$ cat src/rtl/cca_pkg.sv
package cca_pkg;
    localparam int NACT = 10;

    localparam int A_FILTER    = 0;
    localparam int A_SYNC      = 1;
    localparam int A_INTR      = 2;
    localparam int A_TERM      = 3;
    localparam int A_INH_RECOG = 4;
    localparam int A_INH_PAR   = 5;
    localparam int A_RELEASE   = 6;
    localparam int A_LRC_CUR   = 7;
    localparam int A_LRC_EXCL  = 8;
    localparam int A_LRC_NEXT  = 9;

    // actions implied by a termination code
    localparam logic [NACT-1:0] TERM_BUNDLE = 10'b10_0011_1000;

    typedef struct packed {
        logic [NACT-1:0] pulse;
        logic            no_recog;
        logic            no_par;
        logic            no_lrc;
        logic            is_lrc;
    } cca_state_t;

    function automatic logic next_flag(input logic set, input logic clr, input logic cur);
        if (set)      return 1'b1;
        else if (clr) return 1'b0;
        else          return cur;
    endfunction
endpackage

$ cat src/rtl/cca_entry_match.sv
module cca_entry_match
    import cca_pkg::*;
#(
    parameter int MW = 7
) (
    input  logic [MW-1:0]   chr,
    input  logic [MW-1:0]   val,
    input  logic [NACT-1:0] act,
    output logic            hit
);
    always_comb begin
        hit = (chr == val) && (|act);
    end
endmodule

$ cat src/rtl/cca_mask_merge.sv
module cca_mask_merge
    import cca_pkg::*;
#(
    parameter int NENT = 6
) (
    input  logic [NENT*NACT-1:0] cfg_act,
    input  logic [NENT-1:0]      hit,
    output logic [NACT-1:0]      merged
);
    logic            owner_found;
    int              owner;
    logic [NACT-1:0] one_mask;

    always_comb begin
        owner_found = 1'b0;
        owner       = 0;
        for (int e = 0; e < NENT; e++) begin
            if (!owner_found && cfg_act[e*NACT + A_SYNC]) begin
                owner_found = 1'b1;
                owner       = e;
            end
        end
    end

    always_comb begin
        merged   = '0;
        one_mask = '0;
        for (int e = 0; e < NENT; e++) begin
            one_mask = cfg_act[e*NACT +: NACT];
            if (!(owner_found && owner == e)) begin
                one_mask[A_SYNC] = 1'b0;
            end
            if (hit[e]) begin
                merged = merged | one_mask;
            end
        end
    end
endmodule

$ cat src/rtl/cca_term_detect.sv
module cca_term_detect #(
    parameter int MW     = 7,
    parameter int CODE_A = 3,
    parameter int CODE_B = 23
) (
    input  logic [MW-1:0] chr,
    output logic          is_term
);
    localparam logic [MW-1:0] CA = MW'(CODE_A);
    localparam logic [MW-1:0] CB = MW'(CODE_B);

    always_comb begin
        is_term = (chr == CA) || (chr == CB);
    end
endmodule

$ cat src/rtl/ctlchar_action_unit.sv
module ctlchar_action_unit
    import cca_pkg::*;
#(
    parameter int NENT   = 6,
    parameter int CW     = 8,
    parameter int CODE_A = 3,
    parameter int CODE_B = 23
) (
    input  logic                    clk,
    input  logic                    rst_n,
    input  logic                    chr_vld,
    input  logic [CW-1:0]           chr_data,
    input  logic                    chr_tx,
    input  logic                    synced,
    input  logic [NENT*(CW-1)-1:0]  ent_val,
    input  logic [NENT*NACT-1:0]    ent_act,
    input  logic                    cmd_go,
    input  logic [NACT-1:0]         cmd_act,
    output logic [NACT-1:0]         act_pulse,
    output logic                    nxt_no_recog,
    output logic                    nxt_no_parity,
    output logic                    nxt_no_lrc,
    output logic                    nxt_is_lrc
);
    localparam int MW = CW - 1;

    logic [NENT-1:0] hit;
    logic [NACT-1:0] ent_merged;
    logic            is_term;
    logic [NACT-1:0] chr_act;
    logic [NACT-1:0] all_act;
    logic            unused_parity;
    cca_state_t      st_d, st_q;

    assign unused_parity = chr_data[CW-1];

    for (genvar e = 0; e < NENT; e++) begin : g_ent
        cca_entry_match #(.MW(MW)) u_ent (
            .chr (chr_data[MW-1:0]),
            .val (ent_val[e*MW +: MW]),
            .act (ent_act[e*NACT +: NACT]),
            .hit (hit[e])
        );
    end

    cca_mask_merge #(.NENT(NENT)) u_merge (
        .cfg_act (ent_act),
        .hit     (hit),
        .merged  (ent_merged)
    );

    cca_term_detect #(.MW(MW), .CODE_A(CODE_A), .CODE_B(CODE_B)) u_term (
        .chr     (chr_data[MW-1:0]),
        .is_term (is_term)
    );

    always_comb begin
        chr_act = '0;
        if (chr_vld && !st_q.no_recog) begin
            chr_act = ent_merged;
            if (is_term) chr_act = chr_act | TERM_BUNDLE;
            if (!synced) chr_act[A_INTR]   = 1'b0;
            if (chr_tx)  chr_act[A_FILTER] = 1'b0;
        end
        all_act = chr_act | (cmd_go ? cmd_act : '0);

        st_d          = st_q;
        st_d.pulse    = all_act;
        st_d.no_recog = next_flag(all_act[A_INH_RECOG], chr_vld, st_q.no_recog);
        st_d.no_par   = next_flag(all_act[A_INH_PAR],   chr_vld, st_q.no_par);
        st_d.no_lrc   = next_flag(all_act[A_LRC_EXCL],  chr_vld, st_q.no_lrc);
        st_d.is_lrc   = next_flag(all_act[A_LRC_NEXT],  chr_vld, st_q.is_lrc);
    end

    always_ff @(posedge clk) begin
        if (!rst_n) st_q <= '0;
        else        st_q <= st_d;
    end

    assign act_pulse     = st_q.pulse;
    assign nxt_no_recog  = st_q.no_recog;
    assign nxt_no_parity = st_q.no_par;
    assign nxt_no_lrc    = st_q.no_lrc;
    assign nxt_is_lrc    = st_q.is_lrc;
endmodule

$ cat config.mk
export PLATFORM = sky130hd
export DESIGN_NAME = ctlchar_action_unit
export DESIGN_NICKNAME = d
export VERILOG_FILES = /design/src/rtl/cca_pkg.sv /design/src/rtl/cca_entry_match.sv /design/src/rtl/cca_mask_merge.sv /design/src/rtl/cca_term_detect.sv /design/src/rtl/ctlchar_action_unit.sv
export SDC_FILE = /design/constraint.sdc
export NUM_CORES = 1
export LEC_CHECK = 0
export ABC_AREA = 1
export BUFFER_PORTS_ARGS = -buffer_cell sky130_fd_sc_hd__buf_2
export CAP_MARGIN = 10
export CELL_PAD_IN_SITES_DETAIL_PLACEMENT = 0
export CELL_PAD_IN_SITES_GLOBAL_PLACEMENT = 1
export CORE_MARGIN = 5
export CORE_UTILIZATION = 25
export CTS_CLUSTER_DIAMETER = 100
export DETAILED_ROUTE_END_ITERATION = 8
export GPL_TIMING_DRIVEN = 0
export PLACE_DENSITY_LB_ADDON = 0.1
export REMOVE_ABC_BUFFERS = 1
export SLEW_MARGIN = 40
export SYNTH_ARGS = -nofsm -noshare
export SYNTH_HDL_FRONTEND = slang
export SYNTH_HIERARCHICAL = 1
export SYNTH_SLANG_ARGS = --single-unit
export TNS_END_PERCENT = 5
$ cat constraint.sdc
create_clock -name clk -period 1.7 [get_ports clk]
set_input_delay 0.17 -clock clk [delete_from_list [all_inputs] [get_ports clk]]
set_output_delay 0.17 -clock clk [all_outputs]
set_load 0.01 [all_outputs]
==> out/metrics.yaml, run 1 <==
run_status:
  outcome: "finished clean"
timing:
  setup_violations: 0
  slew_headroom_pct: 71.09
  max_freq_mhz: 630.2
  tightest_slew_ns: 0.4332
  finalWorstSetupSlack_ns: 0.1132
  maxSlewViolCount: 0
  hold_viol_final: 0
  period_minus_slack_ns: 1.587
  setup_tns_ns: 0
  skew_ns: 0.006461
  finalCritPeriodShare_pct: 93.34
worst_setup_path:
  reg2reg_from: "nxt_no_recog"
  crit_fanout: 8
  cpMostUsedCell: "nand2_1"
  max_stage_delay_ns: 0.23
  worstRegToRegCells: 5
  r2r-end: "nxt_no_lrc"
  reg2reg_setup_slack_ns: 0.80
  cp.required_ns: 1.83
  worst_setup_path_start_kind: "primary input"
  cp-end-kind: "register"
  worst_path_max_delay_cell: "or2_0"
  setup.worst_path.class: "in2reg"
  crit_chain: "buf_2 > or2_0 > nor2_1 > nand2_1 > nand3_1 > nor2_4 > buf_4 > nand2_1 > nand2_1 > a21oi_1 > nand4_1 > nand2_1 > nand2_1 > nand2_1 > nand2_1"
  arrival_ns: 1.72
clock_tree:
  clockRootBuffer: "clkbuf_8"
  clock-sinks: 14
  cts_hold_buf: 0
  clkLatencyLatePin_ns: 0.24
  clockBufferDepth: 2
  cts_buffers: 3
  clk_pin_slew_ns: 0.06
  htree_levels: 1
  cts_tree: "built"
global_route:
  grt_first_pass_wirelength_mm: 11.74
  grt-ovfl-total: 0
  grt_pass1_vias: 2513
  antenna_found_initial: 0
  grt_usage_pct: 14.82
  grt_max_degree: 15
routing:
  drc: 0
  drtIter0Drc: 77
  viasPerCell: 4.220
  postRouteAntennaNets: 0
  post_drt_wl_per_cell_um: 11.98
  drt_first_pass_iters: 5
  vias: 2743
  drt_wl_total_mm: 7.784
hold_path:
  whs_endpoint: "act_pulse[0]"
  hold_path.class: "in2reg"
  hold_path_depth: 3
  worstHoldStart: "cmd_act[0]"
yosys:
  synth.cell_area_um2: 1998
  ys.flop_type: "dfxtp_1"
  synth_seq_cells: 14
  synthArstFlopShare_pct: 0
  syn_area_per_cell_um2: 4.934
  ys_types: 20
  netlist_instances: 405
  yosysWarnings: 6
  synth-edff-count: 0
  synth-seq-area-share_pct: 14.03
pwr:
  p_leak_nw: 1.760
  ir_drop_mv: 0.2199
  fin_total_pwr_mw: 1.095
  powerDensity_nw_per_um2: 371.7
die:
  die_area_um2: 9880
  initial_core_util_pct: 25.72
  dieHeight_um: 99.40
  io_pins: 140
  chipWidth_um: 99.40
  floorplan.rows: 32
  core-area_um2: 7767
job:
  cap_violations: 0
final_layout:
  final_common_cell: "nand2_1"
  nNetsFinal: 676
  diodes: 0
  final_cell_mix: "nand2_1 (172), buf_2 (134), inv_1 (60), nor2_1 (57), nand3_1 (20)"
  fin_area_um2: 2947
  areaGrowthSynthToFinish_pct: 47.46
  drive_gt1_share_pct: 30.66
placement:
  dp.final_hpwl_mm: 6.837
  placement.setup.worst_slack_ns: -0.5109
  placed_area_um2: 2761
  gp_congestion: 0.8289
  portBuffers: 138
through the flow:
| step | hold WS [ns] | std cells | util (%) |
|---|---|---|---|
| 4_1_cts | 0.1725 | 640 | 36.40 |
| 6_report | 0.1796 | 650 | 37.93 |
| 3_5_place_dp | 0.4310 | 637 | 35.55 |
| 5_1_grt | 0.1850 | 650 | 37.93 |
| 2_1_floorplan | 0.2864 | 397 | - |
| 3_3_place_gp | 0.4301 | 637 | 35.55 |
how the worst max path moves through the flow:
stage | from | end | slack [ns] | depth (start not counted)
final | ent_act[1] | nxt_no_lrc | 0.11 | 15
after global routing | ent_act[11] | nxt_no_recog | -0.01 | 16
after CTS | chr_data[3] | nxt_no_parity | 0.01 | 17
after detailed placement | chr_data[2] | nxt_no_recog | -0.51 | 15
after global placement | chr_data[3] | nxt_no_parity | -0.46 | 17
after floorplan | ent_val[7] | nxt_no_recog | 0.31 | 15
cell usage after synthesis (5+ instances only):
library cell,instances,area (um^2)
inv_1,60,225.2
nand3_1,21,105.1
nor2_1,64,240.2
and2_0,6,37.54
buf_2,5,25.02
or2_0,6,37.54
a21oi_1,15,75.07
nand4_1,11,68.82
nand2_1,172,645.6
xnor2_1,18,157.7
dfxtp_1,14,280.3
metal layers:
metal | vias to the layer above | GRT usage (%) | wire (um)
met5 | - | 0 | 0
met2 | 94 | 25.15 | 3650
met4 | 0 | 0.9454 | 18
met1 | 1152 | 19.12 | 3366
met3 | 2 | 4.909 | 748
li1 | 1495 | - | -
cell type report:
type,count,area (um^2)
fillers,965,4821
multi-input cells,321,1485
repair buffers,148,779.5
flip-flops and latches,14,280.3
inverters,62,232.7
well taps,102,127.6
clock buffers,3,41.29
cell families after synthesis:
kind of cell | Yosys count | share of synthesized area (%)
flip-flops | 14 | 14.03
AO/OA/AOI/OAI | 16 | 4.007
AND/OR/NAND/NOR | 287 | 59.68
XOR/XNOR | 18 | 7.890
buffers and inverters | 70 | 14.40
repair_timing:
action	4_1_cts	5_1_grt
pin swaps	0	6
gates resized for setup	8	15
setup endpoints to repair	14	14
setup buffers	0	10
worst max-delay path: cells and delay by family:
kind / cells / cell delay (ns)
simple gates: 12 / 1.09
buf+inv: 2 / 0.27
compound gates: 1 / 0.20
where the power goes:
group          switching, mW  internal [mW]  leakage, nW
clock network          0.104          0.156       0.0216
registers            0.00667          0.346        0.115
logic                  0.257          0.225         1.62
total                  0.368          0.727         1.76
registers in the layout, indices dropped and copies added, names as in the netlist:
name           cells
nxt_no_parity      1
act_pulse         10
nxt_is_lrc         1
nxt_no_recog       1
nxt_no_lrc         1
Power figures use the tool's default switching activity.
==> run 2: changes to the inputs <==
--- a/config.mk
+++ b/config.mk
@@ -18,4 +18,5 @@
 export PLACE_DENSITY_LB_ADDON = 0.1
 export REMOVE_ABC_BUFFERS = 1
+export SKIP_CTS_REPAIR_TIMING = 1
 export SLEW_MARGIN = 40
 export SYNTH_ARGS = -nofsm -noshare
@@ -23,3 +24,2 @@
 export SYNTH_HIERARCHICAL = 1
 export SYNTH_SLANG_ARGS = --single-unit
-export TNS_END_PERCENT = 5
==> constraint.sdc (replaced) <==
create_clock -name clk -period 1.7 [get_ports clk]
set_input_delay 0.17 -clock clk [delete_from_list [all_inputs] [get_ports clk]]
set_output_delay 0.17 -clock clk [all_outputs]
set_load 0.1 [all_outputs]
==> run 2 against run 1 <==
  * Global-route usage unchanged
  * Count of clock-buffer cells in the layout unchanged
  * Clock skew unchanged
  * Final area increased by 0.17%
==> out/metrics.yaml, run 2 (synthesis results as in run 1) <==
placement:
  portBuffers: 138  # unchanged
  placed_area_um2: 2761  # unchanged
  gp_congestion: 0.8289  # unchanged
  dp.final_hpwl_mm: 6.837  # unchanged
routing:
  drt_first_pass_iters: 5  # unchanged
  drt_wl_total_mm: 7.831  # was 7.784 mm
  postRouteAntennaNets: 0  # unchanged
  viasPerCell: 4.218  # was 4.220
  drtIter0Drc: 84  # was 77
  vias: 2742  # was 2,743
  post_drt_wl_per_cell_um: 12.05  # was 11.98 um
  drc: 0  # unchanged
worst_setup_path:
  crit_chain: "buf_2 > or2_0 > nor2_1 > nand2_1 > nand3_2 > nor2_4 > buf_4 > nand2_1 > nand2_1 > a21oi_1 > nand4_1 > nand2_1 > nand2_1 > nand2_1 > nand2_1"  # was buf_2 > or2_0 > nor2_1 > nand2_1 > nand3_1 > nor2_4 > buf_4 > nand2_1 > nand2_1 > a21oi_1 > nand4_1 > nand2_1 > nand2_1 > nand2_1 > nand2_1
  cp-end-kind: "register"  # unchanged
  critPathBufInv: 2  # unchanged
  arrival_ns: 1.74  # was 1.72 ns
  cp.required_ns: 1.83  # about the same
  path_depth: 15  # unchanged
  max_stage_delay_ns: 0.22  # was 0.23 ns
  worst_setup_path_start_kind: "primary input"  # unchanged
  crit_fanout: 5  # was 8
  cpMostUsedCell: "nand2_1"  # unchanged
  worstRegToRegCells: 5  # unchanged
  crit_family: "simple AND/OR/NAND/NOR gates"  # unchanged
  worst_path_max_delay_cell: "or2_0"  # unchanged
  setup.worst_path.class: "in2reg"  # unchanged
job:
  cap_violations: 0  # unchanged
final_layout:
  fillers: 963  # was 965
  multi_input_area_um2: 1514  # was 1485 um^2
  largest_reg_flops: 10  # unchanged
  nNetsFinal: 675  # was 676
  areaGrowthSynthToFinish_pct: 47.71  # was 47.46%
  drive_gt1_share_pct: 31.08  # was 30.66%
  final_cell_mix: "nand2_1 (172), buf_2 (134), inv_1 (60), nor2_1 (56), nand3_1 (19)"  # was nand2_1 (172), buf_2 (134), inv_1 (60), nor2_1 (57), nand3_1 (20)
  area.sequential_um2: 280.3  # unchanged
  final_util_pct: 38.00  # was 37.93%
  fin_area_um2: 2952  # was 2947 um^2
  final_common_cell: "nand2_1"  # unchanged
pwr:
  p_leak_nw: 1.745  # was 1.760 nW
  ir_drop_mv: 0.2728  # was 0.2199 mV
  powerDensity_nw_per_um2: 413.4  # was 371.7 nW/um^2
clock_tree:
  cts_buffers: 3  # unchanged
  clkLatencyLatePin_ns: 0.24  # about the same
  clk_pin_slew_ns: 0.06  # about the same
  clock-sinks: 14  # unchanged
  clockBufferDepth: 2  # unchanged
  cts_tree: "built"  # unchanged
  htree_levels: 1  # unchanged
  clockRootBuffer: "clkbuf_8"  # unchanged
timing:
  tightest_slew_ns: 0.4933  # was 0.4332 ns
  period_minus_slack_ns: 1.605  # was 1.587 ns
  maxSlewViolCount: 0  # unchanged
  skew_ns: 0.006461  # unchanged
  slew_headroom_pct: 67.34  # was 71.09%
  max_freq_mhz: 622.9  # was 630.2 MHz
  hold_viol_final: 0  # unchanged
  finalCritPeriodShare_pct: 94.43  # was 93.34%
  hold_slack_ns: 0.1796  # unchanged
  setup_violations: 0  # unchanged
global_route:
  antenna_found_initial: 0  # unchanged
  grt_max_degree: 15  # unchanged
  grt_first_pass_wirelength_mm: 11.72  # was 11.74 mm
  grt_pass1_vias: 2502  # was 2,513
  grt_usage_pct: 14.82  # unchanged
  grt-ovfl-total: 0  # unchanged
hold_path:
  hold_path_depth: 3  # unchanged
  hold_path.class: "in2reg"  # unchanged
die:
  dieHeight_um: 99.40  # unchanged
  die_area_um2: 9880  # unchanged
  floorplan.rows: 32  # unchanged
  initial_core_util_pct: 25.72  # unchanged
  core-area_um2: 7767  # unchanged
  io_pins: 140  # unchanged
  chipWidth_um: 99.40  # unchanged
run_status:
  outcome: "finished clean"  # unchanged
## run 2: routing by layer
| layer | share of wire, % | track usage (%) |
|---|---|---|
| met1 | 44 | 19.25 |
| met2 | 46 | 25.00 |
| met3 | 9.9 | 4.909 |
| met4 | 0.23 | 0.9454 |
| met5 | 0 | 0 |
## run 2: layout make-up
cell class | count | area share, %
antenna | 1 | 0.08478
multi-input combinational | 323 | 51.29
sequential | 14 | 9.496
clock buffer | 3 | 1.399
timing repair buffer | 145 | 25.52
inverter | 62 | 7.885
tap | 102 | 4.324
## run 2: tightest hold or removal path, cell delays in order
cell	delay [ns]
buf_2	0.10
nand2_1	0.05
a21oi_1	0.06
## run 2: report_power, final
part           total, mW  switching, mW  internal [mW]
Clock              0.260          0.104          0.156
Sequential         0.353        0.00667          0.346
Combinational      0.607          0.383          0.224
## run 2: through the flow
stage | instances | TNS [ns] | total power, mW | worst slack [ns]
final | 650 | 0 | 1.220 | 0.09466
after global routing | 649 | -0.04410 | 1.322 | -0.02254
after CTS | 640 | -2.654 | 1.215 | -0.2578
after detailed placement | 637 | -6.147 | 0.9479 | -0.5109
after global placement | 637 | -5.390 | 0.9428 | -0.4644
after floorplan | 397 | 0 | 0.6839 | 0.2184
## run 2: final timing paths
check | from | slack [ns] | endpoint
worst max-delay path | ent_act[1] | 0.09 | nxt_no_lrc
worst min-delay path | cmd_act[0] | 0.18 | act_pulse[0]
worst max register to register | nxt_no_recog | 0.80 | nxt_no_lrc
worst min register to register | nxt_no_lrc | 0.47 | nxt_no_lrc
